==> src/rtl/lane_reorder_pkg.sv <==
package lane_reorder_pkg;

    typedef enum logic [1:0] {
        WR_OPEN    = 2'd0,
        WR_FILL    = 2'd1,
        WR_BLOCKED = 2'd2
    } wr_state_e;

    typedef enum logic {
        RD_IDLE  = 1'b0,
        RD_DRAIN = 1'b1
    } rd_state_e;

    typedef enum logic {
        ORDER_C2S = 1'b0,
        ORDER_S2C = 1'b1
    } order_e;

endpackage

==> src/rtl/lane_reorder_map.sv <==
// Per-lane address generation: frame index, bank and row of every lane in a beat.
module lane_reorder_map #(
    parameter int  LANES = 4,
    parameter int  FRAME = 32,
    localparam int LOGP  = $clog2(LANES),
    localparam int LOGM  = $clog2(FRAME / LANES),
    localparam int IW    = $clog2(FRAME)
) (
    input  logic [LOGM-1:0]       beat,
    input  logic                  cont_side,
    output logic [LANES*LOGP-1:0] bank_sel,
    output logic [LANES*LOGM-1:0] row_addr,
    output logic [LANES*IW-1:0]   lane_idx
);

    for (genvar j = 0; j < LANES; j++) begin : g_lane
        localparam logic [LOGP-1:0] LJ = LOGP'(j);
        logic [IW-1:0] flat;

        // continuous side: index = beat*LANES + j ; strided side: index = j*S + beat
        assign flat = cont_side ? {beat, LJ} : {LJ, beat};

        // index = q*S + s -> row s, bank (q + s) mod LANES
        assign row_addr[j*LOGM +: LOGM] = flat[LOGM-1:0];
        assign bank_sel[j*LOGP +: LOGP] = flat[IW-1:LOGM] + flat[LOGP-1:0];
        assign lane_idx[j*IW +: IW]     = flat;
    end

endmodule

==> src/rtl/lane_reorder_bank.sv <==
// One storage bank: both frame halves, one write port, asynchronous read.
module lane_reorder_bank #(
    parameter int AW = 4,
    parameter int W  = 32
) (
    input  logic          clk,
    input  logic          we,
    input  logic [AW-1:0] waddr,
    input  logic [W-1:0]  wdata,
    input  logic [AW-1:0] raddr,
    output logic [W-1:0]  rdata
);

    logic [W-1:0] mem [2**AW];

    always_ff @(posedge clk) begin
        if (we) begin
            mem[waddr] <= wdata;
        end
    end

    assign rdata = mem[raddr];

endmodule

==> src/rtl/lane_reorder_ctrl.sv <==
// Ping-pong sequencing: writer and reader state machines plus per-half full flags.
module lane_reorder_ctrl
    import lane_reorder_pkg::*;
#(
    parameter int  BEATS = 8,
    localparam int BW    = $clog2(BEATS)
) (
    input  logic          clk,
    input  logic          rst,
    input  logic          in_valid,
    input  logic          mode_in,
    input  logic          out_free,
    output logic          in_ready,
    output logic          wr_en,
    output logic          wr_half,
    output logic [BW-1:0] wr_beat,
    output order_e        wr_order,
    output logic          rd_en,
    output logic          rd_half,
    output logic [BW-1:0] rd_beat,
    output order_e        rd_order,
    output logic [1:0]    full
);

    wr_state_e     wr_state_q, wr_state_d;
    rd_state_e     rd_state_q, rd_state_d;
    logic          wr_half_q, wr_half_d, rd_half_q, rd_half_d;
    logic [BW-1:0] wr_beat_q, wr_beat_d, rd_beat_q, rd_beat_d;
    logic [1:0]    full_q, full_d;
    logic [1:0]    half_order_q;
    order_e        order_hold_q;
    logic          wr_open_c, rd_go_c, wr_last, rd_last;

    // state register process
    always_ff @(posedge clk) begin
        if (rst) begin
            wr_state_q   <= WR_OPEN;
            rd_state_q   <= RD_IDLE;
            wr_half_q    <= 1'b0;
            rd_half_q    <= 1'b0;
            wr_beat_q    <= '0;
            rd_beat_q    <= '0;
            full_q       <= 2'b00;
            half_order_q <= 2'b00;
            order_hold_q <= ORDER_C2S;
        end else begin
            wr_state_q <= wr_state_d;
            rd_state_q <= rd_state_d;
            wr_half_q  <= wr_half_d;
            rd_half_q  <= rd_half_d;
            wr_beat_q  <= wr_beat_d;
            rd_beat_q  <= rd_beat_d;
            full_q     <= full_d;
            if (wr_en && (wr_state_q == WR_OPEN)) begin
                half_order_q[wr_half_q] <= wr_order;
                order_hold_q            <= wr_order;
            end
        end
    end

    // output and next-state process
    always_comb begin
        wr_open_c = 1'b0;
        wr_order  = order_hold_q;
        unique case (wr_state_q)
            WR_OPEN: begin
                wr_open_c = 1'b1;
                wr_order  = order_e'(mode_in);
            end
            WR_FILL:    wr_open_c = 1'b1;
            WR_BLOCKED: wr_open_c = 1'b0;
            default:    wr_open_c = 1'b0;
        endcase

        unique case (rd_state_q)
            RD_IDLE:  rd_go_c = 1'b0;
            RD_DRAIN: rd_go_c = 1'b1;
            default:  rd_go_c = 1'b0;
        endcase

        in_ready = wr_open_c && !rst;
        wr_en    = in_ready && in_valid;
        rd_en    = rd_go_c && out_free && !rst;
        wr_last  = wr_en && (wr_beat_q == BW'(BEATS - 1));
        rd_last  = rd_en && (rd_beat_q == BW'(BEATS - 1));

        full_d = full_q;
        if (wr_last) full_d[wr_half_q] = 1'b1;
        if (rd_last) full_d[rd_half_q] = 1'b0;

        wr_half_d = wr_half_q ^ wr_last;
        wr_beat_d = wr_beat_q + BW'(wr_en);
        rd_half_d = rd_half_q ^ rd_last;
        rd_beat_d = rd_beat_q + BW'(rd_en);

        if (full_d[wr_half_d])      wr_state_d = WR_BLOCKED;
        else if (wr_beat_d == '0)   wr_state_d = WR_OPEN;
        else                        wr_state_d = WR_FILL;

        rd_state_d = full_d[rd_half_d] ? RD_DRAIN : RD_IDLE;
    end

    assign wr_half  = wr_half_q;
    assign wr_beat  = wr_beat_q;
    assign rd_half  = rd_half_q;
    assign rd_beat  = rd_beat_q;
    assign rd_order = order_e'(half_order_q[rd_half_q]);
    assign full     = full_q;

endmodule

==> src/rtl/lane_reorder.sv <==
// Multi-lane corner-turn buffer between continuous and strided lane orderings.
module lane_reorder
    import lane_reorder_pkg::*;
#(
    parameter int  LANES = 4,
    parameter int  FRAME = 32,
    parameter int  DW    = 16,
    localparam int LOGP  = $clog2(LANES),
    localparam int BEATS = FRAME / LANES,
    localparam int LOGM  = $clog2(BEATS),
    localparam int IW    = $clog2(FRAME),
    localparam int AW    = LOGM + 1,
    localparam int SW    = 2 * DW
) (
    input  logic                  clk,
    input  logic                  rst,
    input  logic                  mode,
    input  logic                  in_valid,
    output logic                  in_ready,
    input  logic [LANES*DW-1:0]   in_re,
    input  logic [LANES*DW-1:0]   in_im,
    output logic                  out_valid,
    input  logic                  out_ready,
    output logic [LANES*DW-1:0]   out_re,
    output logic [LANES*DW-1:0]   out_im,
    output logic [LANES*IW-1:0]   out_idx
);

    logic                  wr_en, rd_en, wr_half, rd_half, out_free;
    logic [LOGM-1:0]       wr_beat, rd_beat;
    order_e                wr_order, rd_order;
    logic [1:0]            frame_full;
    logic [LANES*LOGP-1:0] wr_bank_sel, rd_bank_sel;
    logic [LANES*LOGM-1:0] wr_row, rd_row;
    logic [LANES*IW-1:0]   wr_idx, rd_idx;
    logic [SW-1:0]         bank_rd [LANES];
    logic [LANES*DW-1:0]   rd_re, rd_im;
    logic                  out_valid_q;
    logic [LANES*DW-1:0]   out_re_q, out_im_q;
    logic [LANES*IW-1:0]   out_idx_q;

    assign out_free = !out_valid_q || out_ready;

    lane_reorder_ctrl #(.BEATS(BEATS)) u_ctrl (
        .clk      (clk),
        .rst      (rst),
        .in_valid (in_valid),
        .mode_in  (mode),
        .out_free (out_free),
        .in_ready (in_ready),
        .wr_en    (wr_en),
        .wr_half  (wr_half),
        .wr_beat  (wr_beat),
        .wr_order (wr_order),
        .rd_en    (rd_en),
        .rd_half  (rd_half),
        .rd_beat  (rd_beat),
        .rd_order (rd_order),
        .full     (frame_full)
    );

    lane_reorder_map #(.LANES(LANES), .FRAME(FRAME)) u_wr_map (
        .beat      (wr_beat),
        .cont_side (wr_order == ORDER_C2S),
        .bank_sel  (wr_bank_sel),
        .row_addr  (wr_row),
        .lane_idx  (wr_idx)
    );

    lane_reorder_map #(.LANES(LANES), .FRAME(FRAME)) u_rd_map (
        .beat      (rd_beat),
        .cont_side (rd_order == ORDER_S2C),
        .bank_sel  (rd_bank_sel),
        .row_addr  (rd_row),
        .lane_idx  (rd_idx)
    );

    // write crossbar (lane -> bank) and read addressing per bank
    for (genvar b = 0; b < LANES; b++) begin : g_bank
        localparam logic [LOGP-1:0] BID = LOGP'(b);
        logic          we_b;
        logic [AW-1:0] wa_b, ra_b;
        logic [SW-1:0] wd_b;

        always_comb begin
            we_b = 1'b0;
            wa_b = '0;
            ra_b = '0;
            wd_b = '0;
            for (int j = 0; j < LANES; j++) begin
                if (wr_bank_sel[j*LOGP +: LOGP] == BID) begin
                    we_b = wr_en;
                    wa_b = {wr_half, wr_row[j*LOGM +: LOGM]};
                    wd_b = {in_re[j*DW +: DW], in_im[j*DW +: DW]};
                end
                if (rd_bank_sel[j*LOGP +: LOGP] == BID) begin
                    ra_b = {rd_half, rd_row[j*LOGM +: LOGM]};
                end
            end
        end

        lane_reorder_bank #(.AW(AW), .W(SW)) u_bank (
            .clk   (clk),
            .we    (we_b),
            .waddr (wa_b),
            .wdata (wd_b),
            .raddr (ra_b),
            .rdata (bank_rd[b])
        );
    end

    // read crossbar (bank -> lane)
    for (genvar j = 0; j < LANES; j++) begin : g_rd_lane
        assign rd_re[j*DW +: DW] = bank_rd[rd_bank_sel[j*LOGP +: LOGP]][SW-1:DW];
        assign rd_im[j*DW +: DW] = bank_rd[rd_bank_sel[j*LOGP +: LOGP]][DW-1:0];
    end

    always_ff @(posedge clk) begin
        if (rst)             out_valid_q <= 1'b0;
        else if (rd_en)      out_valid_q <= 1'b1;
        else if (out_ready)  out_valid_q <= 1'b0;
    end

    always_ff @(posedge clk) begin
        if (rd_en) begin
            out_re_q  <= rd_re;
            out_im_q  <= rd_im;
            out_idx_q <= rd_idx;
        end
    end

    assign out_valid = out_valid_q;
    assign out_re    = out_re_q;
    assign out_im    = out_im_q;
    assign out_idx   = out_idx_q;

endmodule

==> config.mk <==
export PLATFORM = sky130hd
export DESIGN_NAME = lane_reorder
export DESIGN_NICKNAME = d
export VERILOG_FILES = /design/src/rtl/lane_reorder_pkg.sv /design/src/rtl/lane_reorder_map.sv /design/src/rtl/lane_reorder_bank.sv /design/src/rtl/lane_reorder_ctrl.sv /design/src/rtl/lane_reorder.sv
export SDC_FILE = /design/constraint.sdc
export NUM_CORES = 2
export LEC_CHECK = 0
export BUFFER_PORTS_ARGS = -buffer_cell sky130_fd_sc_hd__buf_2
export CAP_MARGIN = 25
export CORE_ASPECT_RATIO = 0.6
export CORE_MARGIN = 2
export CORE_UTILIZATION = 45
export DETAILED_ROUTE_END_ITERATION = 7
export SYNTH_ARGS = -nofsm -noshare
export SYNTH_HDL_FRONTEND = slang
export SYNTH_SLANG_ARGS = --single-unit
==> constraint.sdc <==
create_clock -name clk -period 15.2 [get_ports clk]
set_input_delay 0.76 -clock clk [delete_from_list [all_inputs] [get_ports clk]]
set_output_delay 0.76 -clock clk [all_outputs]
set_load 0.02 [all_outputs]
Yosys cells after proc, flatten, opt, wreduce, memory -nomap -nowiden
Memory sizes are Yosys's and may differ from the RTL's.
Cells that the tools add are included.
{ "totals": {"mem_count": 4, "ff_bits": 165, "out_inout_bits": 150, "mem_bits_rw": 2048, "word_cells": 213, "inputBits": 133} }
{ "memory_table": {"columns": ["memory", "depth", "width", "rd", "rd_ports_with_merged_regs", "wr", "line", "source"], "rows": [
  ["g_bank[0].u_bank.mem", 16, 32, 1, 0, 1, "lane_reorder_bank.sv:14", "logic [W-1:0] mem [2**AW];"],
  ["g_bank[1].u_bank.mem", 16, 32, 1, 0, 1, "lane_reorder_bank.sv:14", null],
  ["g_bank[2].u_bank.mem", 16, 32, 1, 0, 1, "lane_reorder_bank.sv:14", null],
  ["g_bank[3].u_bank.mem", 16, 32, 1, 0, 1, "lane_reorder_bank.sv:14", null]
]} }
{ "classes": {"n_reduce_logical": 25, "n_lt_le_gt_ge": 10, "bitwise_logic": 10, "eq_ne": 27, "mux": 113, "add_sub_neg": 10} }
{ "op_table": {"columns": ["op", "n"], "rows": [
  ["$mux W32", 24],
  ["$bmux W32 S2", 4],
  ["$mux W4", 32],
  ["$mux W5", 8],
  ["$mux W1", 38],
  ["$eq A2 B2 Y1 const B", 16],
  ["$eq A2 B1 Y1 const B", 9],
  ["$logic_not A2 Y1", 9],
  ["$add A2 B2 Y2", 8],
  ["$ge A3 B3 Y1 const B", 4],
  ["$not A2 Y3", 4],
  ["$logic_and A1 B1 Y1", 9],
  ["$lt A1 B2 Y1 const B", 4],
  ["$add A3 B1 Y3", 2],
  ["$eq A3 B3 Y1 const B", 2],
  ["$mux W2", 3],
  ["$reduce_or A2 Y1", 2],
  ["$logic_not A3 Y1", 1],
  ["$and A2 B2 Y2", 1],
  ["$bwmux W2", 1],
  ["$demux W1 S1", 2],
  ["$ge A1 B1 Y1 const B", 2],
  ["$logic_not A1 Y1", 2],
  ["$not A2 Y2", 1],
  ["other kinds (6)", 7]
]} }

Depth between registers and ports, before layout
An unclocked memory read counts as a cell.
{ "depth": {"ltp_word": 13, "mapped_depth": 22, "ltp_nobuf": 14} }

Modules after synthesis
A second synthesis with hierarchy kept.
{ "hier_totals": {"hier_cells": 4537, "area_unflattened_um2": 91705.5} }
{ "by_module_without_submodules": {"columns": ["mod", "n_inst", "cells_per_inst", "area_per_inst_um2", "seq_area_each_um2"], "rows": [
  ["lane_reorder_bank (g_bank[1].u_bank ...)", 3, 806, 19213.4, 15374.7],
  ["lane_reorder_bank (g_bank[0].u_bank)", 1, 806, 19195.9, 15374.7],
  ["lane_reorder", 1, 1157, 13524.2, 4464.3],
  ["lane_reorder_ctrl", 1, 72, 721.9, 320.3],
  ["lane_reorder_map", 2, 42, 311.5, 0.0]
]} }

Worst setup path before layout
No wires, ideal clock.
{ "synth_timing": {"path_type": "input -> register", "start": "in rst", "end": "reg u_ctrl.rd_state_q", "path_buffers": 1, "t_required_ns": 15.114, "stages": 6, "setup_time_ns": 0.086, "slack_ns": 2.490, "arrival_ns": 12.625, "path_cell_list": "clkbuf_1 -> nor3b_1 -> and4_1 -> xnor2_1 -> nor2b_1 -> a211oi_1"} }
{ "synth_between": {"word_cells_on_any_way": 13, "cone_classes": "5 x mux; 2 x bitwise; 6 x reduce/logical"} }
{ "synth_lines": {"columns": ["element", "line", "source"], "rows": [
  ["start: declaration", "lane_reorder.sv:16", "input logic rst,"],
  ["$logic_not A1 Y1 *", "lane_reorder_ctrl.sv:83", "rd_en = rd_go_c && out_free && !rst;"],
  ["$logic_and A1 B1 Y1 *", "lane_reorder_ctrl.sv:83", null],
  ["net rd_en", "lane_reorder.sv:29", "logic wr_en, rd_en, wr_half, rd_half, out_free;"],
  ["$logic_and A1 B1 Y1 *", "lane_reorder_ctrl.sv:85", "rd_last = rd_en && (rd_beat_q == BW'(BEATS - 1));"],
  ["$mux W2 / $xor A1 B1 Y1 (equally long branches)", "lane_reorder_ctrl.sv:89, lane_reorder_ctrl.sv:93", null],
  ["$mux W1 (implied by the code) * (2 in a row)", "lane_reorder_ctrl.sv:100", "rd_state_d = full_d[rd_half_d] ? RD_DRAIN : RD_IDLE;"],
  ["$mux W1 *", "lane_reorder_ctrl.sv:100", null],
  ["end signal: assignment", "lane_reorder_ctrl.sv:48", "rd_state_q <= rd_state_d;"],
  ["end: declaration", "lane_reorder_ctrl.sv:26", "rd_state_e rd_state_q, rd_state_d;"]
]} }
Mark *: on every way through the listed nets, which the timed path passes. The rest lies on a longest branch. The select of a mux whose other input is x is not followed.
A chain may end at the register's enable or synchronous reset.

Final worst setup path
{ "layout_timing": {"start": "reg u_ctrl.rd_half_q (netlist: u_ctrl.rd_half)", "end": "reg out_im_q[56] (netlist: out_im[56]) (data pin)"} }
{ "layout_between": {"elab_chain_cells": 13, "word_cells_on_any_way": 50, "cone_classes": "4 x add/sub; 12 x eq/ne; 25 x mux; 1 x bitwise; 4 x reduce/logical; 4 x memory"} }
{ "layout_lines": {"columns": ["element", "line", "source"], "rows": [
  ["start: declaration", "lane_reorder_ctrl.sv:27", "logic wr_half_q, wr_half_d, rd_half_q, rd_half_d;"],
  ["start signal: assignment", "lane_reorder_ctrl.sv:50", "rd_half_q <= rd_half_d;"],
  ["$mux W1 (implied by the code) * (2 in a row)", "lane_reorder_ctrl.sv:107", "assign rd_order = order_e'(half_order_q[rd_half_q]);"],
  ["$mux W5 *", "lane_reorder_map.sv:21", "assign flat = cont_side ? {beat, LJ} : {LJ, beat};"],
  ["net rd_idx[4]", "lane_reorder.sv:35", "logic [LANES*IW-1:0] wr_idx, rd_idx;"],
  ["$add A2 B2 Y2 *", "lane_reorder_map.sv:25", "assign bank_sel[j*LOGP +: LOGP] = flat[IW-1:LOGM] + flat[LOGP-1:0];"],
  ["$eq A2 B2 Y1 (tied with other cells)", "lane_reorder.sv:96", "if (rd_bank_sel[j*LOGP +: LOGP] == BID) begin"],
  ["$mux W4 (4 in a row)", "lane_reorder.sv:96", null],
  ["$mem_v2 Z16 W32", null, null],
  ["$bmux W32 S2 *", "lane_reorder.sv:115", "assign rd_im[j*DW +: DW] = bank_rd[rd_bank_sel[j*LOGP +: LOGP]][DW-1:0];"],
  ["$mux W32 (implied by the code) * (2 in a row)", "lane_reorder.sv:115", null],
  ["net rd_im[56]", "lane_reorder.sv:37", "logic [LANES*DW-1:0] rd_re, rd_im;"],
  ["end signal: assignment", "lane_reorder.sv:127", "out_im_q <= rd_im;"],
  ["end: declaration", "lane_reorder.sv:39", "logic [LANES*DW-1:0] out_re_q, out_im_q;"]
]} }
Marked as above.

==> run_results.csv <==
group,metric,value,unit
run_status,status,"complete, no violations",
clocking,postCtsSetupBuffers,0,
power,p_per_area,117,nW/um2
yosys,synth-seq-cells,2202,
clocking,clk_latency,860,ps
cells_and_area,num-nets-final,7395,
yosys,yosysTopAreaCell,"edfxtp_1",
floorplan,die_x,608,um
min_path,hold_depth,4,
min_path,hold_path.class,"input pin to flop",
timing,holdWs,190,ps
yosys,syn-num-nets,7245,
timing,fin_crit_sh,49.1,%
global_route,grt_pass1_vias,66359,
setup_path,cp.required,15770,ps
global_route,grt_max_degree,177,
flow_run,maxCapViolations,0,
place,place_hpwl,241,mm
clocking,cts_buffers,204,
timing,final_hold_viol_count,0,
drt,avgViaCountPerCell,7.08,
floorplan,die-area,223000,um2
global_route,grt_first_pass_wirelength,534,mm
floorplan,rows,132,
cells_and_area,syn_to_final_growth,12.6,%
clocking,clkSinkCount,2202,
setup_path,end_kind,"flop",
yosys,syn_area_per_cell,13.9,um2
timing,fmax,134,MHz
min_path,worstHoldEndpoint,"out_valid",
timing,relSlewSlack,20.4,%
drt,vias,72699,
cells_and_area,fin_cells,10274,
setup_path,cp_max_fo,87,
cells_and_area,finalCoreUtilization,51.2,%
floorplan,io_pins,283,
yosys,syn_inst,7092,
timing,setup_tns,0,ps
drt,wl_per_cell,38.2,um
drt,ant_nets,0,
yosys,synth_area_leaders,"edfxtp_1 67%, a211oi_1 3.6%, and3_1 3.2%",
yosys,synth_edf_count,2185,
yosys,ys_seq_area_share,66.9,%
global_route,grt_overflow,0,
power,power,13.0,mW
yosys,yosys.cell_types.count,79,
floorplan,fp.dieH,366,um
clocking,cts_hold_buffers,0,
setup_path,r2r-end,"out_im[56]",
floorplan,coreArea,217000,um2
timing,report.final.slew_viol_count,0,
timing,finalCriticalPeriod,7460,ps
clocking,cts.clk_slew.worst_paths,70,ps
place,dp.cells,9892,
clocking,cts.htree.levels,4,
power,p_leak,37.7,nW
setup_path,reg2regPathDepth,15,
floorplan,initial_core_util,45.5,%
timing,setup_viol,0,
place,portBuffers,282,
clocking,post_cts_resized,0,
setup_path,rrSetupSlack,7740,ps
global_route,grtUsageTotal,34.1,%
cells_and_area,nFillCells,18094,
min_path,min_from,"out_ready",
clocking,root_buffer,"clkbuf_16",
clocking,cts.path.max_buffers,4,
setup_path,worst-endpoint-arrival,8020,ps
yosys,synth_top_area_share,66.6,%
yosys,yosys_warnings,0,
setup_path,cp-start-kind,"flop",
power,ir_drop,0.101,mV
setup_path,worstSetupPathType,"flop to flop",
drt,drc,0,
setup_path,r2r_start,"u_ctrl.rd_half",
clocking,cts_tree,"yes",
drt,initialDrtViolationCount,13363,
cells_and_area,drive_gt1_share,16.7,%
global_route,antenna_found_initial,18,
yosys,async_flop_share,0,%
timing,tightest_slew,1190,ps
yosys,syn_area,98500,um2
timing,rsz0062_at_grt,"no",
timing,clock_skew,32.8,ps
drt,drt-total-wl,392,mm
drt,firstDrtPassIters,7,
place,finalWeightedCongestion,0.921,
yosys,ys.flop_type,"edfxtp_1",
## cell families (layout without fill, tap and decap cells)
kind of cell / count (synthesis) / in the layout / synth area share, %
flip-flops: 2202 / 2202 / 66.9
AND/OR/NAND/NOR: 1865 / 1865 / 9.59
other: 0 / 2 / 0
buffers and inverters: 707 / 1006 / 3.02
XOR/XNOR: 5 / 5 / 0.0444
AO/OA/AOI/OAI: 1886 / 1886 / 14.4
multiplexers: 407 / 407 / 5.77
adder cells (fa/ha/maj): 20 / 20 / 0.254
## metal layers
layer | vias to the layer above | track usage, % | routed length, um
met5 | - | 0 | 99
met4 | 10 | 15.2 | 21000
met3 | 918 | 10.6 | 60200
met2 | 6224 | 46.5 | 157000
met1 | 36465 | 49.6 | 153000
li1 | 29082 | - | -
## final cells by class
cell class	count	area (um2)	share of cell area (%)
Timing Repair Buffer	598	4120	3.71
Clock inverter	108	877	0.791
Tap cell	2881	3600	3.25
Sequential cell	2202	66000	59.4
Clock buffer	247	5370	4.84
Antenna cell	2	5.00	0.00451
Inverter	53	203	0.183
Multi-Input combinational cell	4183	30800	27.8
## power breakdown
part / switching (mW) / internal (mW) / total (mW)
Sequential: 0.0129 / 6.86 / 6.87
Combinational: 0.752 / 0.274 / 1.03
Clock: 2.30 / 2.75 / 5.05
## worst max-delay path, cell delays in order (launching register included)
cell	delay, ps
dfxtp_1	760
mux2_4	490
nand2_1	200
inv_1	130
nor2_4	120
buf_4	890
ha_1	430
a211o_4	780
nand2_8	550
buf_4	580
nor3_2	270
buf_4	520
and3_1	270
nor3_1	50
a211oi_1	850
a21oi_1	190
## flip-flops by register name, indices dropped and copies added (netlist names)
register	count
u_ctrl.rd_half	1
u_ctrl.full	2
u_ctrl.order_hold_q	1
out_valid	1
u_ctrl.wr_beat	3
u_ctrl.half_order_q	2
u_ctrl.wr_state_q	2
u_ctrl.rd_state_q	1
u_ctrl.rd_beat	3
out_idx	9
g_bank.u_bank.mem	2048
out_re	64
out_im	64
u_ctrl.wr_half	1
## Yosys cell counts (all sizes together), types with 31 or more instances
cell type	instances
o211ai	97
nor2	216
a2111oi	159
nand3	179
a21oi	302
mux2	45
mux2i	241
a211oi	480
edfxtp	2185
nand4	63
inv	51
mux4	121
a211o	94
o21ai	51
a221o	31
a21o	35
clkbuf	456
nor4	34
nor3	60
o31ai	33
a22o	130
o22ai	63
a32oi	61
a22oi	129
a221oi	132
a2bb2oi	32
and3	510
or4	95
buf	198
nor3b	35
nand2	634
## how the worst max path moves through the flow
stage / end / slack, ps / startpoint / depth (start not counted)
6_report: out_im[56] / 7740 / u_ctrl.rd_half / 15
5_1_grt: out_re[60] / 7780 / u_ctrl.rd_half / 15
4_1_cts: out_im[25] / 8060 / u_ctrl.rd_half / 15
3_5_place_dp: out_im[25] / 8060 / u_ctrl.rd_half / 15
3_3_place_gp: out_re[47] / 7790 / u_ctrl.rd_half / 13
2_1_floorplan: u_ctrl.rd_state_q / 2490 / rst / 6
## stage by stage
step / cell area, um2 / worst slack, ps
6_report: 111000 / 7740
5_1_grt: 111000 / 7780
4_1_cts: 111000 / 8060
3_5_place_dp: 104000 / 8060
3_3_place_gp: 104000 / 7790
2_1_floorplan: 98500 / 2490
## cells in the final DEF (no fill, tap or decap), types with 95 or more instances in the layout
master / synthesis / final
a21oi_1: 301 / 260
buf_4: 31 / 289
and3_1: 510 / 510
mux2i_1: 238 / 237
buf_2: 108 / 282
a211oi_1: 479 / 478
a221oi_1: 130 / 130
clkbuf_16: 0 / 209
or4_1: 95 / 95
edfxtp_1: 2185 / 2185
o211ai_1: 97 / 97
nand3_1: 179 / 172
a22o_1: 130 / 129
a22oi_1: 129 / 128
nand2_1: 631 / 626
nor2_1: 213 / 135
mux4_2: 121 / 121
a2111oi_0: 159 / 159
No activity file was read; power rests on OpenSTA's default activity.
